## src/rtl/ring_fetch_pkg.sv

```systemverilog
package ring_fetch_pkg;
  localparam int REG_AW        = 3;
  localparam int CTRL_EN_BIT   = 0;
  localparam int CTRL_SIZE_LSB = 1;
  localparam int CTRL_SIZE_W   = 5;
  localparam int CTRL_WB_BIT   = 12;

  typedef enum logic [REG_AW-1:0] {
    IDX_CTRL = 3'd0,
    IDX_BASE = 3'd1,
    IDX_RPTR = 3'd2,
    IDX_WPTR = 3'd3,
    IDX_WBLO = 3'd4,
    IDX_WBHI = 3'd5
  } reg_idx_e;

  typedef enum logic [1:0] {
    F_IDLE,
    F_REQ,
    F_WAIT,
    F_OUT
  } fetch_state_e;
endpackage

```

## src/rtl/ring_regs.sv

```systemverilog
module ring_regs
  import ring_fetch_pkg::*;
#(
  parameter int DATA_W = 32,
  parameter int PTR_W  = 16,
  parameter int HI_W   = 8,
  parameter int BASE_W = 32
) (
  input  logic              clk,
  input  logic              rst,
  input  logic              wr_en,
  input  logic              rd_en,
  input  logic [REG_AW-1:0] addr,
  input  logic [DATA_W-1:0] wdata,
  output logic [DATA_W-1:0] rdata,
  input  logic              consume,
  output logic              en,
  output logic              wb_en,
  output logic [BASE_W-1:0] base,
  output logic [PTR_W-1:0]  rptr,
  output logic [PTR_W-1:0]  wptr,
  output logic [29:0]       wb_lo,
  output logic [HI_W-1:0]   wb_hi
);
  logic [CTRL_SIZE_W-1:0] size_log2;
  logic [PTR_W-1:0]       ring_mask;
  logic [DATA_W-1:0]      rd_mux;
  logic                   unused_wdata;

  assign unused_wdata = ^wdata;

  always_comb begin
    for (int i = 0; i < PTR_W; i++)
      ring_mask[i] = (i < int'(size_log2));
  end

  always_comb begin
    rd_mux = '0;
    case (addr)
      IDX_CTRL: begin
        rd_mux[CTRL_EN_BIT] = en;
        rd_mux[CTRL_SIZE_LSB +: CTRL_SIZE_W] = size_log2;
        rd_mux[CTRL_WB_BIT] = wb_en;
      end
      IDX_BASE: rd_mux[BASE_W-1:0] = base;
      IDX_RPTR: rd_mux[PTR_W+1:0] = {rptr, 2'b00};
      IDX_WPTR: rd_mux[PTR_W+1:0] = {wptr, 2'b00};
      IDX_WBLO: rd_mux[31:0] = {wb_lo, 2'b00};
      IDX_WBHI: rd_mux[HI_W-1:0] = wb_hi;
      default:  rd_mux = '0;
    endcase
  end

  always_ff @(posedge clk) begin
    if (rst) begin
      en        <= 1'b0;
      wb_en     <= 1'b0;
      size_log2 <= '0;
      base      <= '0;
      rptr      <= '0;
      wptr      <= '0;
      wb_lo     <= '0;
      wb_hi     <= '0;
      rdata     <= '0;
    end else begin
      if (consume)
        rptr <= (rptr + PTR_W'(1)) & ring_mask;
      if (wr_en) begin
        case (addr)
          IDX_CTRL: begin
            en        <= wdata[CTRL_EN_BIT];
            size_log2 <= wdata[CTRL_SIZE_LSB +: CTRL_SIZE_W];
            wb_en     <= wdata[CTRL_WB_BIT];
          end
          IDX_BASE: base  <= wdata[BASE_W-1:0];
          IDX_RPTR: rptr  <= wdata[PTR_W+1:2];
          IDX_WPTR: wptr  <= wdata[PTR_W+1:2];
          IDX_WBLO: wb_lo <= wdata[31:2];
          IDX_WBHI: wb_hi <= wdata[HI_W-1:0];
          default: ;
        endcase
      end
      if (rd_en)
        rdata <= rd_mux;
    end
  end

  // an advance with no register write in the same cycle lands inside the ring
  a_r6_rptr_wraps: assert property (@(posedge clk) disable iff (rst)
    $past(consume && !wr_en) |-> ((rptr & ~ring_mask) == '0));
endmodule

```

## src/rtl/ring_fetch.sv

```systemverilog
module ring_fetch
  import ring_fetch_pkg::*;
#(
  parameter int DATA_W     = 32,
  parameter int PTR_W      = 16,
  parameter int ADDR_W     = 40,
  parameter int BASE_SHIFT = 8
) (
  input  logic                       clk,
  input  logic                       rst,
  input  logic                       en,
  input  logic [PTR_W-1:0]           rptr,
  input  logic [PTR_W-1:0]           wptr,
  input  logic [ADDR_W-BASE_SHIFT-1:0] ring_base,
  output logic                       rd_req_valid,
  input  logic                       rd_req_ready,
  output logic [ADDR_W-1:0]          rd_req_addr,
  input  logic                       rd_rsp_valid,
  input  logic [DATA_W-1:0]          rd_rsp_data,
  output logic                       cmd_valid,
  input  logic                       cmd_ready,
  output logic [DATA_W-1:0]          cmd_data,
  output logic                       consume
);
  fetch_state_e state;
  logic [ADDR_W-1:0] next_addr;
  logic              has_work;

  assign has_work  = en && (rptr != wptr);
  assign next_addr = {ring_base, {BASE_SHIFT{1'b0}}} + ADDR_W'({rptr, 2'b00});
  assign consume   = cmd_valid && cmd_ready;

  always_ff @(posedge clk) begin
    if (rst) begin
      state        <= F_IDLE;
      rd_req_valid <= 1'b0;
      rd_req_addr  <= '0;
      cmd_valid    <= 1'b0;
      cmd_data     <= '0;
    end else begin
      case (state)
        F_IDLE: if (has_work) begin
          rd_req_valid <= 1'b1;
          rd_req_addr  <= next_addr;
          state        <= F_REQ;
        end
        F_REQ: if (rd_req_ready) begin
          rd_req_valid <= 1'b0;
          state        <= F_WAIT;
        end
        F_WAIT: if (rd_rsp_valid) begin
          cmd_valid <= 1'b1;
          cmd_data  <= rd_rsp_data;
          state     <= F_OUT;
        end
        default: if (cmd_ready) begin
          cmd_valid <= 1'b0;
          state     <= F_IDLE;
        end
      endcase
    end
  end

  // a request starts only with enable set and work pending
  a_r3_req_needs_work: assert property (@(posedge clk) disable iff (rst)
    $rose(rd_req_valid) |-> $past(en && (rptr != wptr)));
  // request held steady until accepted
  a_r4_req_hold: assert property (@(posedge clk) disable iff (rst)
    rd_req_valid && !rd_req_ready |=> rd_req_valid && $stable(rd_req_addr));
  // output dword held steady until accepted
  a_r5_cmd_hold: assert property (@(posedge clk) disable iff (rst)
    cmd_valid && !cmd_ready |=> cmd_valid && $stable(cmd_data));
endmodule

```

## src/rtl/rptr_writeback.sv

```systemverilog
module rptr_writeback #(
  parameter int DATA_W = 32,
  parameter int PTR_W  = 16,
  parameter int HI_W   = 8,
  parameter int ADDR_W = 40
) (
  input  logic              clk,
  input  logic              rst,
  input  logic              pkt_done,
  input  logic              wb_en,
  input  logic [PTR_W-1:0]  rptr,
  input  logic [29:0]       wb_lo,
  input  logic [HI_W-1:0]   wb_hi,
  output logic              wr_valid,
  input  logic              wr_ready,
  output logic [ADDR_W-1:0] wr_addr,
  output logic [DATA_W-1:0] wr_data
);
  always_ff @(posedge clk) begin
    if (rst) begin
      wr_valid <= 1'b0;
      wr_addr  <= '0;
      wr_data  <= '0;
    end else if (pkt_done && wb_en) begin
      wr_valid <= 1'b1;
      wr_addr  <= {wb_hi, wb_lo, 2'b00};
      wr_data  <= DATA_W'({rptr, 2'b00});
    end else if (wr_valid && wr_ready) begin
      wr_valid <= 1'b0;
    end
  end

  // a waiting write keeps address and data unless a new boundary arrives
  a_r8_wr_hold: assert property (@(posedge clk) disable iff (rst)
    wr_valid && !wr_ready && !pkt_done |=> wr_valid && $stable(wr_data) && $stable(wr_addr));
  // a write only starts from a boundary with writeback enabled
  a_r9_wr_needs_enable: assert property (@(posedge clk) disable iff (rst)
    $rose(wr_valid) |-> $past(pkt_done && wb_en));
endmodule

```

## src/rtl/dma_ring_fetch.sv

```systemverilog
module dma_ring_fetch
  import ring_fetch_pkg::*;
#(
  parameter int DATA_W     = 32,
  parameter int PTR_W      = 16,
  parameter int HI_W       = 8,
  parameter int BASE_SHIFT = 8,
  localparam int ADDR_W    = 32 + HI_W,
  localparam int BASE_W    = ADDR_W - BASE_SHIFT
) (
  input  logic              clk,
  input  logic              rst,
  input  logic              reg_wr_en,
  input  logic              reg_rd_en,
  input  logic [REG_AW-1:0] reg_addr,
  input  logic [DATA_W-1:0] reg_wdata,
  output logic [DATA_W-1:0] reg_rdata,
  output logic              rd_req_valid,
  input  logic              rd_req_ready,
  output logic [ADDR_W-1:0] rd_req_addr,
  input  logic              rd_rsp_valid,
  input  logic [DATA_W-1:0] rd_rsp_data,
  output logic              wr_valid,
  input  logic              wr_ready,
  output logic [ADDR_W-1:0] wr_addr,
  output logic [DATA_W-1:0] wr_data,
  output logic              cmd_valid,
  input  logic              cmd_ready,
  output logic [DATA_W-1:0] cmd_data,
  input  logic              pkt_done
);
  logic              en, wb_en, consume;
  logic [BASE_W-1:0] base;
  logic [PTR_W-1:0]  rptr, wptr;
  logic [29:0]       wb_lo;
  logic [HI_W-1:0]   wb_hi;

  ring_regs #(.DATA_W(DATA_W), .PTR_W(PTR_W), .HI_W(HI_W), .BASE_W(BASE_W)) u_regs (
    .clk(clk), .rst(rst), .wr_en(reg_wr_en), .rd_en(reg_rd_en), .addr(reg_addr),
    .wdata(reg_wdata), .rdata(reg_rdata), .consume(consume), .en(en), .wb_en(wb_en),
    .base(base), .rptr(rptr), .wptr(wptr), .wb_lo(wb_lo), .wb_hi(wb_hi)
  );

  ring_fetch #(.DATA_W(DATA_W), .PTR_W(PTR_W), .ADDR_W(ADDR_W), .BASE_SHIFT(BASE_SHIFT)) u_fetch (
    .clk(clk), .rst(rst), .en(en), .rptr(rptr), .wptr(wptr), .ring_base(base),
    .rd_req_valid(rd_req_valid), .rd_req_ready(rd_req_ready), .rd_req_addr(rd_req_addr),
    .rd_rsp_valid(rd_rsp_valid), .rd_rsp_data(rd_rsp_data),
    .cmd_valid(cmd_valid), .cmd_ready(cmd_ready), .cmd_data(cmd_data), .consume(consume)
  );

  rptr_writeback #(.DATA_W(DATA_W), .PTR_W(PTR_W), .HI_W(HI_W), .ADDR_W(ADDR_W)) u_wb (
    .clk(clk), .rst(rst), .pkt_done(pkt_done), .wb_en(wb_en), .rptr(rptr),
    .wb_lo(wb_lo), .wb_hi(wb_hi), .wr_valid(wr_valid), .wr_ready(wr_ready),
    .wr_addr(wr_addr), .wr_data(wr_data)
  );
endmodule

```

## config.mk

```make
export PLATFORM = sky130hd
export DESIGN_NAME = dma_ring_fetch
export DESIGN_NICKNAME = d
export VERILOG_FILES = /design/src/rtl/ring_fetch_pkg.sv /design/src/rtl/ring_regs.sv /design/src/rtl/ring_fetch.sv /design/src/rtl/rptr_writeback.sv /design/src/rtl/dma_ring_fetch.sv
export SDC_FILE = /design/constraint.sdc
export NUM_CORES = 1
export LEC_CHECK = 0
export CORE_ASPECT_RATIO = 1.75
export CORE_MARGIN = 1.5
export CORE_UTILIZATION = 45
export DETAILED_ROUTE_END_ITERATION = 6
export MAX_ROUTING_LAYER = met4
export PLACE_DENSITY = 0.75
export SETUP_SLACK_MARGIN = 0.3
export SLEW_MARGIN = 20
export SYNTH_ARGS = -nofsm -noshare
export SYNTH_HDL_FRONTEND = slang
export SYNTH_SLANG_ARGS = --single-unit
export TNS_END_PERCENT = 10
```

## constraint.sdc

```tcl
create_clock -name clk -period 2.2 [get_ports clk]
set_clock_uncertainty 0.05 [all_clocks]
set_input_delay 0.66 -clock clk [delete_from_list [all_inputs] [get_ports clk]]
set_output_delay 0.66 -clock clk [all_outputs]
set_load 0.01 [all_outputs]
```

==> impl_metrics.json, run 1 <==
{
  "status": "complete, but fails checks",
  "violations": "DRC, setup timing",
  "hp-class": "in -> reg",
  "grt_pass1_wl_um": 66040,
  "grt_overflow": 0,
  "gr-usage-all-layers": 0.3187,
  "start_util": 0.4586,
  "pre_cts_slack_ns": -0.3202,
  "seq_area_frac_synth": 0.4540,
  "drt_first_pass_iters": 7,
  "start_kind": "flip-flop",
  "end_kind": "flip-flop",
  "yosysTopAreaCell": "dfxtp_1",
  "critPathKind": "reg -> reg",
  "hold_path_startpoint": "rst",
  "dp_hpwl_um": 31290,
  "clock_path_buffers": 3,
  "synth_cell_types": 61,
  "die_w_um": 126.0,
  "yosys_warnings": 0,
  "holdBufCountCts": 0,
  "htreeDepth": 1,
  "grt_pass1_vias": 11920,
  "drt-initial-drc-count": 821,
  "max_slew_margin": 0.6395,
  "p_int_uw": 7859,
  "antenna_found_initial": 0,
  "dieArea_mm2": 0.02748,
  "finalNetCount": 1920,
  "viasPerCell": 5.640,
  "row_count": 78,
  "routed_wl_um": 44730,
  "p_comb_frac": 0.091,
  "gp_congestion": 0.9872,
  "syn_area_mm2": 0.01191,
  "cts_made_buffers": 25,
  "layout_commonest_cell": "nand2_1",
  "maxSlewViolCount": 0,
  "postSynthAreaPerCell_um2": 7.858,
  "cp.required_ns": 2.57,
  "fin_crit_ns": 2.209,
  "min_path_cells": 2,
  "placed_cell_area_mm2": 0.01548,
  "power.leakage_uw": 0.008623,
  "drive_gt1_frac": 0.1974,
  "p_clk_frac": 0.427,
  "arrival_ns": 2.58,
  "cts_tree": "built",
  "hold_viol": 0,
  "grt_max_degree": 112,
  "ir_drop_uv": 530.4,
  "antenna_left": 0,
  "die_h_um": 218.2,
  "ys_async_sr_fraction": 0,
  "ys.flop_type": "dfxtp_1",
  "fin_crit_sh": 1.004,
  "syn_inst": 1515,
  "swShare": 0.2476,
  "vias": 12210,
  "layout_setup_ws_ns": -0.008525,
  "p_per_area_mw_per_mm2": 596.9,
  "clk_pin_slew_ns": 0.07,
  "synth_top_area_frac": 0.4540,
  "area_delta_synth_final_pct": 47.00,
  "cts-root-buf": "clkbuf_16",
  "final_area_mm2": 0.01750,
  "reg2reg_depth": 7,
  "finalSetupViolations": 2,
  "io_buffers": 234,
  "r2r_end": "u_fetch.rd_req_addr[38]",
  "synthTopCellsByArea": "dfxtp_1, nand2_1, a21oi_1, clkbuf_1, nor2_1",
  "drc_errors": 8,
  "rsz0062_at_grt": "true",
  "p_seq_frac": 0.482,
  "clock-sinks": 270,
  "wire_per_inst_um": 20.67,
  "num_io_pins": 255,
  "reg2reg_from": "u_regs.wptr[0]",
  "worst-path-max-fanout": 14,
  "synth_seq_cells": 270,
  "worstMarginPinSlew_ns": 0.5388,
  "core-area_mm2": 0.02596,
  "maxCapViolations": 0,
  "mostFrequentLayoutCells": "nand2_1, dfxtp_1, a21oi_1",
  "clkLatencyLatePin_ns": 0.55,
  "regToRegSetupSlack_ns": -0.009,
  "holdPathEnd": "u_fetch.rd_req_addr[8]",
  "fmax_mhz": 452.8,
  "diodes": 0,
  "p_sw_uw": 2587,
  "synth_edf_count": 0
}
logic make-up (layout without fill, tap and decap cells):
family          Yosys count  in the layout  share of synthesized area
simple gates            599            599                     0.2135
compound gates          390            390                     0.1862
flops                   270            270                     0.4540
buf+inv                 152            462                    0.05560
xor+xnor                 50             50                    0.03678
mux                      37             37                    0.03615
fa+ha+maj                16             16                    0.01745
other cells               1             20                  0.0003150
power by group through the flow:
stage          logic, uW  clock network [uW]  registers [uW]
6_report             954                4460            5030
5_1_grt             1010                4710            5040
4_1_cts              899                4490            5030
3_5_place_dp         873                   0            5140
3_3_place_gp         863                   0            5140
2_1_floorplan        406                   0            5130
through the flow:
step	std cells	total power (uW)	util	setup TNS, ns	hold slack (ns)
2_1_floorplan	1534	5533	-	0	0.3916
5_1_grt	2164	10760	0.6741	-0.1092	0.3903
4_1_cts	2154	10420	0.6432	0	0.3750
3_5_place_dp	2098	6014	0.5965	-23.66	0.3953
6_report	2164	10450	0.6741	-0.009579	0.3773
3_3_place_gp	2098	6004	0.5965	-20.90	0.3902
worst max path at each step:
stage | slack [ns] | start | to | depth (start not counted)
after detailed placement | -0.32 | reg_addr[0] | u_regs.rdata[6] | 7
after CTS | 0.03 | u_wb.wr_addr[17] | wr_addr[17] | 1
after global placement | -0.29 | reg_addr[0] | u_regs.base[0] | 8
after floorplan | 0.0004 | u_regs.rptr[12] | u_fetch.rd_req_addr[36] | 8
final | -0.009 | u_regs.wptr[0] | u_fetch.rd_req_addr[38] | 7
after global routing | -0.05 | u_regs.rptr[6] | u_fetch.rd_req_addr[36] | 9
layer usage:
layer,track usage,vias to the layer above,wire length [um]
li1,-,5706,-
met1,0.3094,5772,15060
met2,0.5883,522,23610
met3,0.04578,206,2583
met4,0.2046,0,3471
met5,-,-,0
cells in the mapped netlist, drive strengths merged, types with 8 or more instances:
library cell  count
nor2             84
or3               8
inv              17
o21ai            48
nor4              8
a211oi           20
mux2i            25
xnor2            23
nand3            29
and3              9
a22o             14
clkbuf           99
dfxtp           270
nor2b            30
a22oi            12
nand2           394
xor2             27
ha               15
a21oi           254
buf              36
mux2              8
and2              9
worst max-delay path: stages, from the launching register on:
cell and delay, ns:
dfxtp_1 0.36, xor2_1 0.17, nor4_2 0.36, nand4_1 0.28, and3_4 0.33, buf_16 0.17
o21ai_0 0.32, a31oi_4 0.04
timing repair:
| action | CTS | global route |
|---|---|---|
| cloned | 4 | 2 |
| setup endpoints to repair | 214 | 298 |
| setup buffers | 9 | 8 |
| pin swaps | 21 | 50 |
| resized for setup | 99 | 271 |
registers in the layout, summed over array words and instances, names as in the netlist, 2 cells and up:
register	flops
u_regs.wb_lo	30
u_fetch.rd_req_addr	38
u_regs.rdata	32
u_regs.wb_hi	8
u_regs.base	32
u_regs.wptr	16
u_fetch.state	2
u_regs.size_log2	5
u_wb.wr_addr	38
u_regs.rptr	16
u_fetch.cmd_data	32
u_wb.wr_data	16
area by class of cell:
cell class / count / area, um^2
clock buffers: 32 / 693.2
clock inverters: 11 / 125.1
fillers: 2077 / 8459
inverters: 17 / 63.81
multi-input cells: 1112 / 6514
flip-flops and latches: 270 / 5446
well taps: 320 / 400.4
repair buffers: 402 / 4258
No activity file was read; power rests on OpenSTA's default activity.
==> run 2, diff against run 1 <==
--- a/config.mk
+++ b/config.mk
@@ -9,6 +9,7 @@
 export CORE_MARGIN = 1.5
 export CORE_UTILIZATION = 45
 export DETAILED_ROUTE_END_ITERATION = 6
+export HOLD_SLACK_MARGIN = 0.15
 export MAX_ROUTING_LAYER = met4
 export PLACE_DENSITY = 0.75
 export SETUP_SLACK_MARGIN = 0.3
==> results of run 2 <==
The final DEF is identical to that of run 1; final timing and power are the same.
==> run 3, diff against run 2 <==
--- a/config.mk
+++ b/config.mk
@@ -5,13 +5,14 @@
 export SDC_FILE = /design/constraint.sdc
 export NUM_CORES = 1
 export LEC_CHECK = 0
+export ABC_AREA = 1
 export CORE_ASPECT_RATIO = 1.75
 export CORE_MARGIN = 1.5
 export CORE_UTILIZATION = 45
 export DETAILED_ROUTE_END_ITERATION = 6
+export DONT_BUFFER_PORTS = 1
 export HOLD_SLACK_MARGIN = 0.15
 export MAX_ROUTING_LAYER = met4
-export PLACE_DENSITY = 0.75
 export SETUP_SLACK_MARGIN = 0.3
 export SLEW_MARGIN = 20
 export SYNTH_ARGS = -nofsm -noshare
==> impl_metrics.json, run 3 <==
{
  "clock-sinks": 270,
  "viasPerCell": 5.570,
  "hold_viol": 0,
  "pre_cts_slack_ns": 0.1066,
  "mostFrequentLayoutCells": "nand2_1, dfxtp_1, o21ai_0",
  "routed_wl_um": 41720,
  "grt_overflow": 0,
  "crit_top_cell": "nand2_1",
  "yosys-top-cells-count": "nand2_1, dfxtp_1, o21ai_0",
  "dr.max_layer_used": "met4",
  "dp_hpwl_um": 31890,
  "critical-path-top-delay-family": "simple AND/OR/NAND/NOR gates",
  "synth.most_common_cell": "nand2_1",
  "reg2reg_from": "u_regs.base[8]",
  "tns_ns": 0,
  "maxCapViolations": 0,
  "arrival_ns": 2.28,
  "reg2reg_depth": 12,
  "max_slew_margin": 0.6520,
  "start_kind": "flip-flop",
  "drc_errors": 26,
  "wire_per_inst_um": 21.02,
  "dieArea_mm2": 0.02750,
  "grt_pass1_vias": 10530,
  "syn_inst": 1658,
  "finalSetupViolations": 0,
  "clkLatencyLatePin_ns": 0.57,
  "seq_area_frac_synth": 0.4537,
  "hold_path_startpoint": "reg_rd_en",
  "ir_drop_uv": 536.8,
  "fmax_mhz": 533.6,
  "cts_made_buffers": 25,
  "worstMarginPinSlew_ns": 0.5215,
  "wl_met1_um": 13310,
  "synth_cell_types": 43,
  "grt_pass1_wl_um": 61800,
  "layout_commonest_cell": "nand2_1",
  "end_kind": "flip-flop",
  "worst_path_largest_cell_delay_ns": 0.38,
  "wl_met2_um": 21590,
  "regToRegSetupSlack_ns": 0.33,
  "drt-initial-drc-count": 683,
  "synthTopCellsByArea": "dfxtp_1, o21ai_0, nand2_1, a21oi_1, nor2_1",
  "worst-path-max-fanout": 4,
  "crit_path_top_delay_cell": "ha_1",
  "synth_seq_cells": 270,
  "grt_max_degree": 67,
  "p_per_area_mw_per_mm2": 773.4,
  "cp.required_ns": 2.61,
  "ys.flop_type": "dfxtp_1",
  "clk_pin_slew_ns": 0.07,
  "start_util": 0.4589,
  "num_io_pins": 255,
  "vias": 11060,
  "wl_met3_um": 2974,
  "area_delta_synth_final_pct": 11.79,
  "antenna_found_initial": 2,
  "cts-root-buf": "clkbuf_16",
  "fin_crit_sh": 0.8518,
  "postSynthAreaPerCell_um2": 7.186,
  "synth_edf_count": 0,
  "cts_tree": "built",
  "min_path_cells": 1,
  "core-area_mm2": 0.02596,
  "rsz0062_at_grt": "true",
  "row_count": 78,
  "cp.buffers_inverters": 1,
  "clock_path_buffers": 3,
  "yosysTopAreaCell": "dfxtp_1",
  "ys_async_sr_fraction": 0,
  "yosys_warnings": 0,
  "gr-usage-all-layers": 0.3036,
  "holdPathEnd": "u_regs.rdata[12]",
  "die_h_um": 218.3,
  "violations": "DRC",
  "drive_gt1_frac": 0.09561,
  "synth_top_area_frac": 0.4537,
  "drt_first_pass_iters": 7,
  "r2r_end": "u_fetch.rd_req_addr[38]",
  "critPathKind": "reg -> reg",
  "maxSlewViolCount": 0,
  "crit_chain": "ha_1 > nand2_1 > inv_1 > nand2_1 > nor2_1 > nand2_1 > nand2_1 > nand2_1 > nand2_1 > nand2_1 > nor2_1 > nor2_1",
  "fin_crit_ns": 1.874,
  "top_regs": "u_fetch.rd_req_addr: 38 flops, u_wb.wr_addr: 38 flops",
  "status": "complete, but fails checks",
  "htreeDepth": 1,
  "syn_area_mm2": 0.01191,
  "fin_total_pwr_uw": 10300,
  "power.leakage_uw": 0.005262,
  "io_buffers": 0,
  "finalNetCount": 1741,
  "hp-class": "in -> reg",
  "antenna_left": 0,
  "die_w_um": 126,
  "layout_setup_ws_ns": 0.3259,
  "gp_congestion": 1.028
}
run 3: cell types whose count changed after synthesis, moves of 25 or more:
cell,delta
a21oi_1,-43
clkbuf_1,-28
inv_1,+132
mux2i_1,-25
nand2_1,-106
nand3_1,+28
nor2_1,+118
nor2b_1,-30
o21ai_0,+179
run 3: layout make-up:
type | instances | area (um^2)
tap | 320 | 400.4
clock inverter | 4 | 35.03
clock buffer | 37 | 750.7
antenna | 2 | 5.005
sequential | 270 | 5440
timing repair buffer | 54 | 508.0
multi-input combinational | 1141 | 5582
inverter | 157 | 598.1
fill | 2639 | 12640
run 3: how the worst max path moves through the flow:
stage / startpoint / end / depth (start not counted)
3_5_place_dp: u_regs.rptr[10] / u_fetch.rd_req_addr[19] / 10
6_report: u_regs.base[8] / u_fetch.rd_req_addr[38] / 12
2_1_floorplan: u_regs.rptr[6] / u_fetch.rd_req_addr[18] / 11
5_1_grt: u_regs.base[8] / u_fetch.rd_req_addr[28] / 10
4_1_cts: u_regs.rptr[12] / u_fetch.rd_req_addr[20] / 10
3_3_place_gp: u_regs.rptr[10] / u_fetch.rd_req_addr[19] / 10
run 3: routing by layer:
layer	vias to the layer above	GRT usage
met5	-	-
met4	0	0.2375
met3	178	0.07099
met2	418	0.5491
met1	5025	0.2700
li1	5436	-
run 3: timing repair:
action / CTS / global route
setup buffers: 0 / 3
resized for setup: 16 / 46
cloned: 0 / 0
endpoints found under the hold margin: 47 / 0
hold buffers: 1 / 0
pin swaps: 0 / 6
setup endpoints to repair: 42 / 46
run 3: power breakdown:
group	leakage, uW	internal [uW]	switching, uW
Sequential	0.00220	5040	178
Clock	0.000392	2350	1900
Combinational	0.00267	273	550
run 3: cells by family after synthesis:
group / after synthesis / share of synthesized area
and+or+nand+nor: 579 / 0.1964
AOI/OAI and AO/OA: 512 / 0.2272
other: 1 / 0.0003148
buffers and inverters: 266 / 0.09473
xor gates and xnor gates: 14 / 0.01029
adders and majority gates: 16 / 0.01743
DFF: 270 / 0.4537
run 3: per-stage QoR:
step	area, um^2	cells	hold WS, ns	utilization
after CTS	13170	1980	0.1599	0.5071
after detailed placement	12300	1938	0.4150	0.4739
after floorplan	11990	1677	0.3941	-
final	13320	1985	0.1878	0.5131
after global routing	13320	1985	0.1810	0.5131
after global placement	12300	1938	0.4147	0.4739
